`src/rtl/aud_ser_tx.sv`:
```
module aud_ser_tx #(
  parameter int HALF_DIV = 4,
  parameter int SLOTS    = 16
) (
  input  logic        clk,
  input  logic        rst_n,
  input  logic [1:0]  cfg_fmt,
  input  logic        cfg_edge,
  input  logic        cfg_shift,
  input  logic        in_valid,
  output logic        in_ready,
  input  logic [15:0] in_left,
  input  logic [15:0] in_right,
  output logic        fclk,
  output logic        bclk,
  output logic        sdata,
  output logic        underrun
);
  localparam int W  = 16;
  localparam int N  = 4 * SLOTS;
  localparam int H  = 2 * SLOTS;
  localparam int PW = $clog2(N);
  localparam int DW = $clog2(HALF_DIV);

  logic [DW-1:0] div_q;
  logic [PW-1:0] pos_q;
  logic [1:0]    fmt_q;
  logic          edge_q, shift_q;
  logic [W-1:0]  left_q, right_q;

  logic tick, last;
  assign tick     = div_q == DW'(HALF_DIV - 1);
  assign last     = pos_q == PW'(N - 1);
  assign in_ready = tick & last;
  assign underrun = in_ready & ~in_valid;

  always_ff @(posedge clk) begin
    if (!rst_n) begin
      div_q   <= '0;
      pos_q   <= PW'(N - 1);
      fmt_q   <= 2'd2;
      edge_q  <= 1'b0;
      shift_q <= 1'b0;
      left_q  <= '0;
      right_q <= '0;
    end else begin
      div_q <= tick ? '0 : div_q + 1'b1;
      if (tick) pos_q <= last ? '0 : pos_q + 1'b1;
      if (in_ready) begin
        fmt_q   <= cfg_fmt;
        edge_q  <= cfg_edge;
        shift_q <= cfg_shift;
        if (in_valid) begin
          left_q  <= in_left;
          right_q <= in_right;
        end
      end
    end
  end

  logic [1:0] off;
  always_comb begin
    case (fmt_q)
      2'd2:    off = 2'd0;
      2'd3:    off = 2'd2;
      default: off = 2'd1 + {1'b0, shift_q};
    endcase
  end

  logic [PW:0] rsum, ref_pos;
  assign rsum    = {1'b0, pos_q} + (PW+1)'(off);
  assign ref_pos = (rsum >= (PW+1)'(N)) ? rsum - (PW+1)'(N) : rsum;

  always_comb begin
    case (fmt_q)
      2'd0:    fclk = ref_pos < (PW+1)'(2);
      2'd3:    fclk = ref_pos >= (PW+1)'(H);
      default: fclk = ref_pos < (PW+1)'(H);
    endcase
  end

  assign bclk = ref_pos[0] ^ (~fmt_q[1] & edge_q);

  logic [PW-2:0] bit_idx, slot;
  logic          chan;
  logic [W-1:0]  mask;
  assign bit_idx = pos_q[PW-1:1];
  assign chan    = bit_idx >= (PW-1)'(SLOTS);
  assign slot    = chan ? bit_idx - (PW-1)'(SLOTS) : bit_idx;
  assign mask    = {1'b1, {(W-1){1'b0}}} >> slot;
  assign sdata   = |((chan ? right_q : left_q) & mask);
endmodule

```
`config.mk`:
```
export PLATFORM = sky130hd
export DESIGN_NAME = aud_ser_tx
export DESIGN_NICKNAME = d
export VERILOG_FILES = /design/src/rtl/aud_ser_tx.sv
export SDC_FILE = /design/constraint.sdc
export NUM_CORES = 1
export LEC_CHECK = 0
export ABC_AREA = 1
export BUFFER_PORTS_ARGS = -buffer_cell sky130_fd_sc_hd__buf_4
export CAP_MARGIN = 20
export CORE_MARGIN = 2
export CORE_UTILIZATION = 50
export DETAILED_ROUTE_END_ITERATION = 8
export GPL_ROUTABILITY_DRIVEN = 1
export PLACE_DENSITY_LB_ADDON = 0.12
export SLEW_MARGIN = 20
export SYNTH_ARGS = -nofsm -noshare
export SYNTH_HDL_FRONTEND = slang
export SYNTH_SLANG_ARGS = --single-unit
export TNS_END_PERCENT = 20
```
`constraint.sdc`:
```
create_clock -name clk -period 2.19 [get_ports clk]
set_input_delay 0.1095 -clock clk [delete_from_list [all_inputs] [get_ports clk]]
set_output_delay 0.1095 -clock clk [all_outputs]
set_load 0.02 [all_outputs]
```
==> results by group, run 1 <==
Run status
  – Status: finished with violations
  – Failing checks: setup timing

Critical path
  – Reg2Reg Launch Point: div_q[0]
  – FF-to-FF path depth: 6
  – Kind of critical path: flip-flop to primary output
  – Crit-path max cell delay: 0.39 ns
  – CP Cell Sequence: inv_2 > ha_2 > nor3_2 > ha_2 > fa_1 > a21oi_1 > nand2_1 > nor2_1 > nand2_1 > a21oi_1 > buf_4
  – Worst setup EP type: primary output
  – Buf/Inv on CP: 2
  – Critical Path AT: 2.23 ns
  – Worst path top cell family by delay: adder cells
  – Worst EP required: 2.08 ns
  – Critical path's slowest cell: fa_1
  – Reg-to-reg endpoint: left_q[12]
  – CP Max Fanout: 3
  – R2R setup slack: 0.43 ns
  – Crit start category: flip-flop

Synthesis
  – Synth Area in Adders: 4.49%
  – Mapped cell area: 2400 µm²
  – Register area share after synthesis: 36.7%
  – Synth Instances: 354
  – Synth Register Bits: 44
  – Mux share of post-synthesis cell area: 0%
  – Average size of a mapped cell: 6.77 µm²
  – Synth cell types: 26
  – Post-Synth XOR/XNOR Area: 1.10%
  – Post-synthesis net count: 401
  – Compound-Gate Fraction of Synth Area: 12.6%
  – Synth warnings: 0
  – Largest family of logic cells by synthesized area: simple AND/OR/NAND/NOR gates
  – Synth Area in Simple Gates: 35.2%

Min path
  – Worst min-delay path class: primary input to flip-flop
  – Hold worst-path end: fmt_q[1]
  – HP Start: cfg_fmt[1]
  – Min-Delay Path Depth: 3

Placement
  – Port Buffers: 43
  – Placed cells: 436
  – Post-DP HPWL: 3820 µm
  – Gpl congestion: 0.862
  – Cell Area, Placed: 2700 µm²

STA
  – Hold_ws: 0.0352 ns
  – RSZ-0062 raised after global routing: true
  – Worst Max-Slew Pin Slew: 0.478 ns
  – Fmax: 427 MHz
  – Hold Vio Cnt, Final: 0
  – Max Clock Skew: 0.00555 ns
  – Final worst setup slack: -0.151 ns
  – Worst rel slew slack: 68.1%
  – Final setup violation count: 1
  – Period utilization: 107%
  – Final min period: 2.34 ns
  – Fin. max-slew vios: 0

Clock network
  – Maximum buffer depth of the clock tree: 2
  – H-tree Lvls: 2
  – Root buffer cell: clkbuf_8
  – TritonCTS clock tree: yes
  – Worst-path clk slew: 0.08 ns
  – Total CTS buffers: 5
  – Clock sink total: 44
  – Clk_lat worst skew: 0.29 ns
  – # hold bufs at CTS: 0

Cells and area
  – Commonest non-fill, non-tap cells in the layout: 84 x nand2_1, 51 x buf_4, 46 x nor2_1, 42 x a21oi_1, 42 x dfxtp_1
  – Finished Cell Area: 2820 µm²
  – Fraction of layout cells with a size suffix above 1: 18.4%
  – Final nets: 437
  – Most common cell after layout, fill and taps aside: nand2_1
  – Ant diodes: 0
  – Non-Filler Instances: 445
  – Filler cells: 458
  – P&R area growth vs syn: 17.5%

Floorplanning
  – Die width: 73.2 µm
  – Core footprint: 4660 µm²
  – Die Ht: 73.2 µm
  – Top Ports: 44
  – Starting Density: 51.4%
  – Full die area: 5360 µm²
  – Rows: 25

Global routing
  – Initial antenna violation count: 0
  – Largest net degree at the start of global routing: 38
  – GRT Overall Usage: 22.0%
  – GRT overflow: 0
  – Via count of the first global-routing pass: 2,009
  – First-pass GRT wire length: 9250 µm

Power and ir drop
  – Net Sw Frac: 29.3%
  – Sequential power share: 48.6%
  – Static Leak: 1.16 nW
  – Switching power: 0.000521 W
  – Pwr/cell area: 631 nW/µm²
  – VDD IR max: 0.000290 V
  – Clock power frac: 29.2%
  – Gate power share: 22.3%
  – P_int: 0.00126 W

Route
  – Detailed-route wire length per cell: 12.2 µm
  – Via-to-Cell Ratio: 5.13
  – Routed Antenna Nets: 0
  – Initial DRC count: 160
  – Total Wirelength: 5420 µm
  – Total vias in the final route: 2,281
  – DRT Pass-1 Iters: 4
  – Drc violations: 0

Run
  – Total of max-cap violations: 0
==> worst max path at each step <==
stage           end      from  cells past startpoint  slack [ns]
2_1_floorplan  fclk  fmt_q[0]                     10         0.1
3_3_place_gp   fclk  fmt_q[0]                     11        0.11
3_5_place_dp   fclk  fmt_q[0]                     11        0.02
4_1_cts        fclk  fmt_q[0]                     11       -0.15
5_1_grt        fclk  fmt_q[1]                     10       -0.26
6_report       fclk  fmt_q[0]                     11       -0.15
==> power by group through the flow <==
stage,clock [W],sequential [W],combinational (W)
2_1_floorplan,0,0.000871,0.000275
3_3_place_gp,0,0.000880,0.000384
3_5_place_dp,0,0.000881,0.000388
4_1_cts,0.000532,0.000863,0.000396
5_1_grt,0.000564,0.000868,0.000449
6_report,0.000518,0.000864,0.000396
==> registers in the layout (all words and copies together), names as in the netlist <==
signal	count
left_q	16
right_q	16
pos_q	6
div_q	2
fmt_q	2
edge_q	1
shift_q	1
==> cells by family after synthesis <==
family          after synthesis
flops                        44
compound gates               60
fa+ha+maj                     8
simple gates                191
xor+xnor                      3
buf+inv                      48
==> per-layer routing <==
metal | track usage [%] | part of all wire [%] | wire length [µm] | vias up
met4 | 6.38 | 0.90 | 49 | 0
met3 | 4.70 | 4.2 | 227 | 6
met5 | 0 | 0 | 0 | -
li1 | - | - | - | 1212
met2 | 32.1 | 44 | 2360 | 52
met1 | 32.5 | 51 | 2780 | 1011
==> tightest hold or removal path, cell delays in order <==
cell and delay [ns]:
buf_4 0.08, a21oi_1 0.05, o21ai_0 0.06
==> cell usage after synthesis <==
cell type,n,share of area (%)
a21boi_0,1,0.31
a21oi_1,42,8.8
and2_1,8,2.1
buf_1,1,0.16
buf_2,11,2.3
buf_4,3,0.94
buf_6,4,1.9
clkbuf_1,3,0.47
dfxtp_1,44,37
fa_1,1,0.84
ha_1,7,3.7
inv_1,24,3.8
inv_2,2,0.31
nand2_1,84,13
nand2_2,2,0.52
nand2_4,1,0.47
nand3_1,37,7.7
nand3_2,1,0.42
nand4_1,8,2.1
nor2_1,46,7.2
nor2_8,1,0.84
nor3_1,2,0.42
nor3b_1,1,0.31
o21ai_0,17,3.5
xnor2_1,2,0.73
xor2_1,1,0.37
==> area by class of cell <==
class / count / area [µm²] / share of cell area [%]
clock buffer: 8 / 90.1 / 3.20
multi-input combinational: 262 / 1300 / 46.0
timing repair buffer: 51 / 383 / 13.6
sequential: 44 / 883 / 31.3
inverter: 26 / 97.6 / 3.46
tap: 54 / 67.6 / 2.40
==> repair_timing <==
item,4_1_cts,5_1_grt
pin swaps,4,0
resized for setup,7,1
buffers inserted,1,0
setup endpoints to repair,1,2
cloned,0,0
==> through the flow <==
stage / worst slack [ns] / total power, W / setup TNS [ns] / utilization [%]
global route: -0.260 / 0.00188 / -0.260 / 60.5
CTS: -0.148 / 0.00179 / -0.148 / 60.4
global placement: 0.113 / 0.00126 / 0 / 58.0
floorplan: 0.0957 / 0.00115 / 0 / -
finish: -0.151 / 0.00178 / -0.151 / 60.5
detailed placement: 0.0231 / 0.00127 / 0 / 58.0
Note: power is estimated with default switching activity, not from simulation.
==> run 2, diff against run 1 <==
--- a/config.mk
+++ b/config.mk
@@ -13,6 +13,7 @@
 export DETAILED_ROUTE_END_ITERATION = 8
 export GPL_ROUTABILITY_DRIVEN = 1
 export PLACE_DENSITY_LB_ADDON = 0.12
+export RECOVER_POWER = 25
 export SLEW_MARGIN = 20
 export SYNTH_ARGS = -nofsm -noshare
 export SYNTH_HDL_FRONTEND = slang
==> run 2 against run 1 <==
Effect of this change:
- the run still ends with setup timing left
- sequential power about the same
- cell area down 0.40%
- global-route usage unchanged
- via count down 0.92%
- critical endpoint unchanged
- largest power group unchanged
- highest routed layer unchanged
==> results by group, run 2 (synthesized netlist as in run 1, its figures left out) <==
Run status
  – Status: finished with violations
  – Failing checks: setup timing

Floorplanning
  – Die Ht: 73.2 µm
  – Full die area: 5360 µm²
  – Top Ports: 44
  – Core footprint: 4660 µm²
  – Die width: 73.2 µm
  – Starting Density: 51.4%
  – Rows: 25

Placement
  – Gpl congestion: 0.862
  – Post-DP HPWL: 3820 µm
  – Pre-CTS setup slack: 0.0231 ns
  – Port Buffers: 43

Critical path
  – Worst EP required: 2.08 ns
  – Crit start category: flip-flop
  – Reg-to-reg endpoint: left_q[12]
  – Worst setup EP type: primary output
  – Kind of critical path: flip-flop to primary output
  – CP Max Fanout: 3
  – Critical Path AT: 2.24 ns
  – FF-to-FF path depth: 6
  – Reg2Reg Launch Point: div_q[0]
  – R2R setup slack: 0.29 ns

Global routing
  – Via count of the first global-routing pass: 2,009
  – Largest net degree at the start of global routing: 38
  – First-pass GRT wire length: 9250 µm
  – GRT overflow: 0
  – Initial antenna violation count: 0
  – GRT Overall Usage: 22.0%

Cells and area
  – Most common cell after layout, fill and taps aside: nand2_1
  – Commonest non-fill, non-tap cells in the layout: 84 x nand2_1, 50 x buf_4, 46 x nor2_1, 42 x a21oi_1, 42 x dfxtp_1
  – Final nets: 437
  – Util after Layout: 60.2%
  – P&R area growth vs syn: 17.1%
  – Ant diodes: 0
  – Filler cells: 462
  – Biggest regs: left_q: 16 flops, right_q: 16 flops, pos_q: 6 flops
  – Fraction of layout cells with a size suffix above 1: 17.6%

Route
  – Routed Antenna Nets: 0
  – Total Wirelength: 5400 µm
  – Met3 routed WL: 228 µm
  – Top Metal Used: met4
  – Drc violations: 0
  – Initial DRC count: 157
  – DRT Pass-1 Iters: 4
  – Detailed-route wire length per cell: 12.1 µm
  – Met1 Routed Length: 2780 µm
  – Via-to-Cell Ratio: 5.08
  – Total vias in the final route: 2,260
  – Met2 WL: 2340 µm

Min path
  – Worst min-delay path class: primary input to flip-flop
  – Hold worst-path end: fmt_q[1]
  – HP Start: cfg_fmt[1]
  – Min-Delay Path Depth: 3

Power and ir drop
  – VDD IR max: 0.000291 V
  – Static Leak: 1.16 nW
  – Pwr/cell area: 632 nW/µm²

STA
  – Worst rel slew slack: 69.7%
  – Max Clock Skew: 0.00426 ns
  – Period utilization: 107%
  – Final setup violation count: 1
  – Fin. max-slew vios: 0
  – Hold Vio Cnt, Final: 0
  – Worst Max-Slew Pin Slew: 0.453 ns
  – RSZ-0062 raised after global routing: true
  – Fmax: 426 MHz
  – Final worst setup slack: -0.155 ns
  – Final min period: 2.35 ns

Clock network
  – # hold bufs at CTS: 0
  – Clk_lat worst skew: 0.29 ns
  – H-tree Lvls: 2
  – Clock sink total: 44
  – Worst-path clk slew: 0.08 ns
  – Total CTS buffers: 5
  – TritonCTS clock tree: yes
  – Maximum buffer depth of the clock tree: 2
  – Root buffer cell: clkbuf_8

Run
  – Total of max-cap violations: 0
## run 2: worst max-delay path by stage
stage | startpoint | to | slack [ns] | cells past startpoint
3_5_place_dp | fmt_q[0] | fclk | 0.02 | 11
4_1_cts | fmt_q[0] | fclk | -0.15 | 11
6_report | fmt_q[0] | fclk | -0.16 | 11
5_1_grt | fmt_q[1] | fclk | -0.26 | 10
3_3_place_gp | fmt_q[0] | fclk | 0.11 | 11
2_1_floorplan | fmt_q[0] | fclk | 0.1 | 10
## run 2: area by class of cell
type,count,area [µm²],area share (%)
Clock buffer,8,90.1,3.21
Inverter,26,97.6,3.48
Multi-Input combinational cell,262,1290,45.9
Sequential cell,44,883,31.5
Tap cell,54,67.6,2.41
Timing Repair Buffer,51,379,13.5
## run 2: layer usage
layer	track usage [%]	vias to the layer above
met1	32.5	990
met3	4.70	6
met4	6.38	0
met2	32.1	52
met5	0	-
li1	-	1212
## run 2: worst max-delay path, stage by stage (launching register included)
cell,delay [ns]
dfxtp_2,0.36
inv_2,0.05
ha_2,0.18
nor3_2,0.13
ha_2,0.22
fa_1,0.39
a21oi_1,0.12
nand2_1,0.06
nor2_1,0.09
nand2_1,0.06
a21oi_1,0.14
buf_4,0.15
## run 2: power breakdown
group          switching (W)  internal, W  total [W]
clock network       0.000261     0.000257   0.000518
logic               0.000232     0.000160   0.000392
registers          0.0000267     0.000836   0.000863
## run 2: what timing repair did
item,4_1_cts,5_1_grt
setup endpoints to repair,1,2
pin swaps,4,0
buffers inserted,1,0
gates resized for setup,7,1
## run 2: through the flow
stage | setup TNS, ns | area (µm²) | hold slack [ns] | power, W | std cells
global placement | 0 | 2700 | 0.331 | 0.00126 | 436
global route | -0.349 | 2810 | 0.0707 | 0.00188 | 445
CTS | -0.148 | 2820 | 0.0311 | 0.00179 | 445
detailed placement | 0 | 2700 | 0.338 | 0.00127 | 436
finish | -0.155 | 2810 | 0.0356 | 0.00177 | 445
floorplan | 0 | 2400 | 0.236 | 0.00115 | 354
==> run 3, diff against run 2 <==
--- a/config.mk
+++ b/config.mk
@@ -14,6 +14,7 @@
 export GPL_ROUTABILITY_DRIVEN = 1
 export PLACE_DENSITY_LB_ADDON = 0.12
 export RECOVER_POWER = 25
+export SETUP_SLACK_MARGIN = 0.5
 export SLEW_MARGIN = 20
 export SYNTH_ARGS = -nofsm -noshare
 export SYNTH_HDL_FRONTEND = slang
==> run 3 against run 2 <==
Effect of this change:
- the flow still finishes with violations (setup timing)
- global-route usage is 1.0 points higher
- critical endpoint unchanged
- via count is 4.0% higher
- sequential cell count stayed put
- worst hold slack worse by 0.0056 ns
- clock power rose by 6.6%
- first-iteration DRC count grew 18%
- highest routed layer unchanged
- routed wire length rose by 8.0%
- clock-buffer cell count decreased by 1
- critical path depth unchanged
- die area is the same
- total power grew 6.6%
==> results by group, run 3 (synthesized netlist as in run 1, its figures left out) <==
Run status
  – Status: finished with violations
  – Failing checks: setup timing

Route
  – Met3 routed WL: 253 µm
  – Detailed-route wire length per cell: 13.0 µm
  – DRT Pass-1 Iters: 4
  – Via-to-Cell Ratio: 5.23
  – Initial DRC count: 186
  – Total Wirelength: 5830 µm
  – Drc violations: 0
  – Met1 Routed Length: 2780 µm
  – Met2 WL: 2740 µm
  – Routed Antenna Nets: 0
  – Total vias in the final route: 2,350
  – Top Metal Used: met4

Cells and area
  – Ant diodes: 0
  – Fraction of layout cells with a size suffix above 1: 24.6%
  – Most common cell after layout, fill and taps aside: nand2_1
  – P&R area growth vs syn: 26.1%
  – Util after Layout: 64.9%
  – Final nets: 442
  – Multi-input gate area: 1410 µm²
  – Non-Filler Instances: 449
  – Filler cells: 466
  – Biggest regs: left_q: 16 flops, right_q: 16 flops, pos_q: 6 flops
  – FF/Latch Area: 905 µm²
  – Commonest non-fill, non-tap cells in the layout: 82 x nand2_1, 47 x buf_4, 41 x nor2_1, 40 x a21oi_1

STA
  – Worst Max-Slew Pin Slew: 0.841 ns
  – Final worst setup slack: -0.231 ns
  – Period utilization: 111%
  – RSZ-0062 raised after global routing: true
  – Hold Vio Cnt, Final: 0
  – Worst rel slew slack: 44.0%
  – Setup TNS: -0.231 ns
  – Final setup violation count: 1
  – Fin. max-slew vios: 0
  – Max Clock Skew: 0.00461 ns
  – Final min period: 2.42 ns
  – Fmax: 413 MHz

Global routing
  – Via count of the first global-routing pass: 2,118
  – Largest net degree at the start of global routing: 38
  – First-pass GRT wire length: 9590 µm
  – GRT Overall Usage: 23.0%
  – Initial antenna violation count: 0
  – GRT overflow: 0

Placement
  – Placed cells: 436
  – Post-DP HPWL: 3910 µm
  – Gpl congestion: 0.832
  – Pre-CTS setup slack: 0.117 ns
  – Port Buffers: 43

Clock network
  – H-tree Lvls: 2
  – Clock sink total: 44
  – TritonCTS clock tree: yes
  – Maximum buffer depth of the clock tree: 2
  – Root buffer cell: clkbuf_8
  – Clk_lat worst skew: 0.30 ns
  – Worst-path clk slew: 0.08 ns
  – Total CTS buffers: 5

Critical path
  – Critical path's slowest cell: dfxtp_4
  – Kind of critical path: flip-flop to primary output
  – Crit start category: flip-flop
  – R2R setup slack: 0.58 ns
  – Crit-path max cell delay: 0.38 ns
  – CP Cell Sequence: ha_4 > nor3_4 > ha_4 > fa_1 > inv_1 > a21boi_0 > nand2_1 > nor2_1 > nand2_1 > a21oi_4 > buf_6
  – Critical Path AT: 2.31 ns
  – CP Max Fanout: 5
  – Worst EP required: 2.08 ns
  – Worst setup EP type: primary output

Floorplanning
  – Core footprint: 4660 µm²
  – Starting Density: 51.4%
  – Full die area: 5360 µm²
  – Die width: 73.2 µm
  – Die Ht: 73.2 µm
  – Top Ports: 44
  – Rows: 25

Min path
  – Worst min-delay path class: primary input to flip-flop

Run
  – Total of max-cap violations: 0

Power and ir drop
  – Pwr Total: 0.00189 W
  – Pwr/cell area: 625 nW/µm²
  – Static Leak: 1.18 nW
  – VDD IR max: 0.000306 V
==> run 3: changes by cell type in the layout (fill, tap and decap cells not counted), sizes merged <==
cell      change
inv           -2
buf           +4
clkinvlp      +2
==> run 3: worst paths after layout <==
check,to,from,cells after the start
max,fclk,fmt_q[1],11
min,fmt_q[1],cfg_fmt[1],3
max reg2reg,left_q[2],pos_q[0],7
min reg2reg,div_q[0],div_q[0],1
==> run 3: cell type report <==
| class | count | area share [%] |
|---|---|---|
| multi-input cells | 262 | 46.7 |
| flip-flops and latches | 44 | 29.9 |
| repair buffers | 56 | 14.5 |
| inverters | 26 | 3.48 |
| clock buffers | 7 | 3.19 |
| well taps | 54 | 2.23 |
==> run 3: worst max-delay path: cells and delay by family, from the launching register on <==
kind / cells / cell delay [ns]
AOI/OAI and AO/OA: 2 / 0.37
adders and majority gates: 3 / 0.57
buffers and inverters: 2 / 0.21
DFF: 1 / 0.38
and+or+nand+nor: 4 / 0.47
==> run 3: stage by stage <==
step,cell area [µm²],hold slack [ns]
after CTS,2930,0.0261
after floorplan,2420,0.236
after global placement,2730,0.333
after detailed placement,2730,0.335
final,3020,0.0300
after global routing,3020,0.0452
==> run 3: power by group <==
part           total (W)  internal, W  switching [W]
logic           0.000460     0.000202       0.000259
clock network   0.000552     0.000281       0.000271
registers       0.000877     0.000837      0.0000404
==> run 3: timing repair <==
action                                  CTS  global route
endpoints found under the setup margin   39            17
pin swaps                                12            13
hold buffers                              0             0
hold endpoints to repair                  0             0
buffers inserted                          6             0
resized for setup                        21            28
==> run 3: per-layer routing <==
| layer | track usage (%) | vias to the layer above |
|---|---|---|
| li1 | - | 1228 |
| met1 | 32.1 | 1053 |
| met2 | 35.6 | 63 |
| met3 | 4.56 | 6 |
| met4 | 7.61 | 0 |
| met5 | 0 | - |
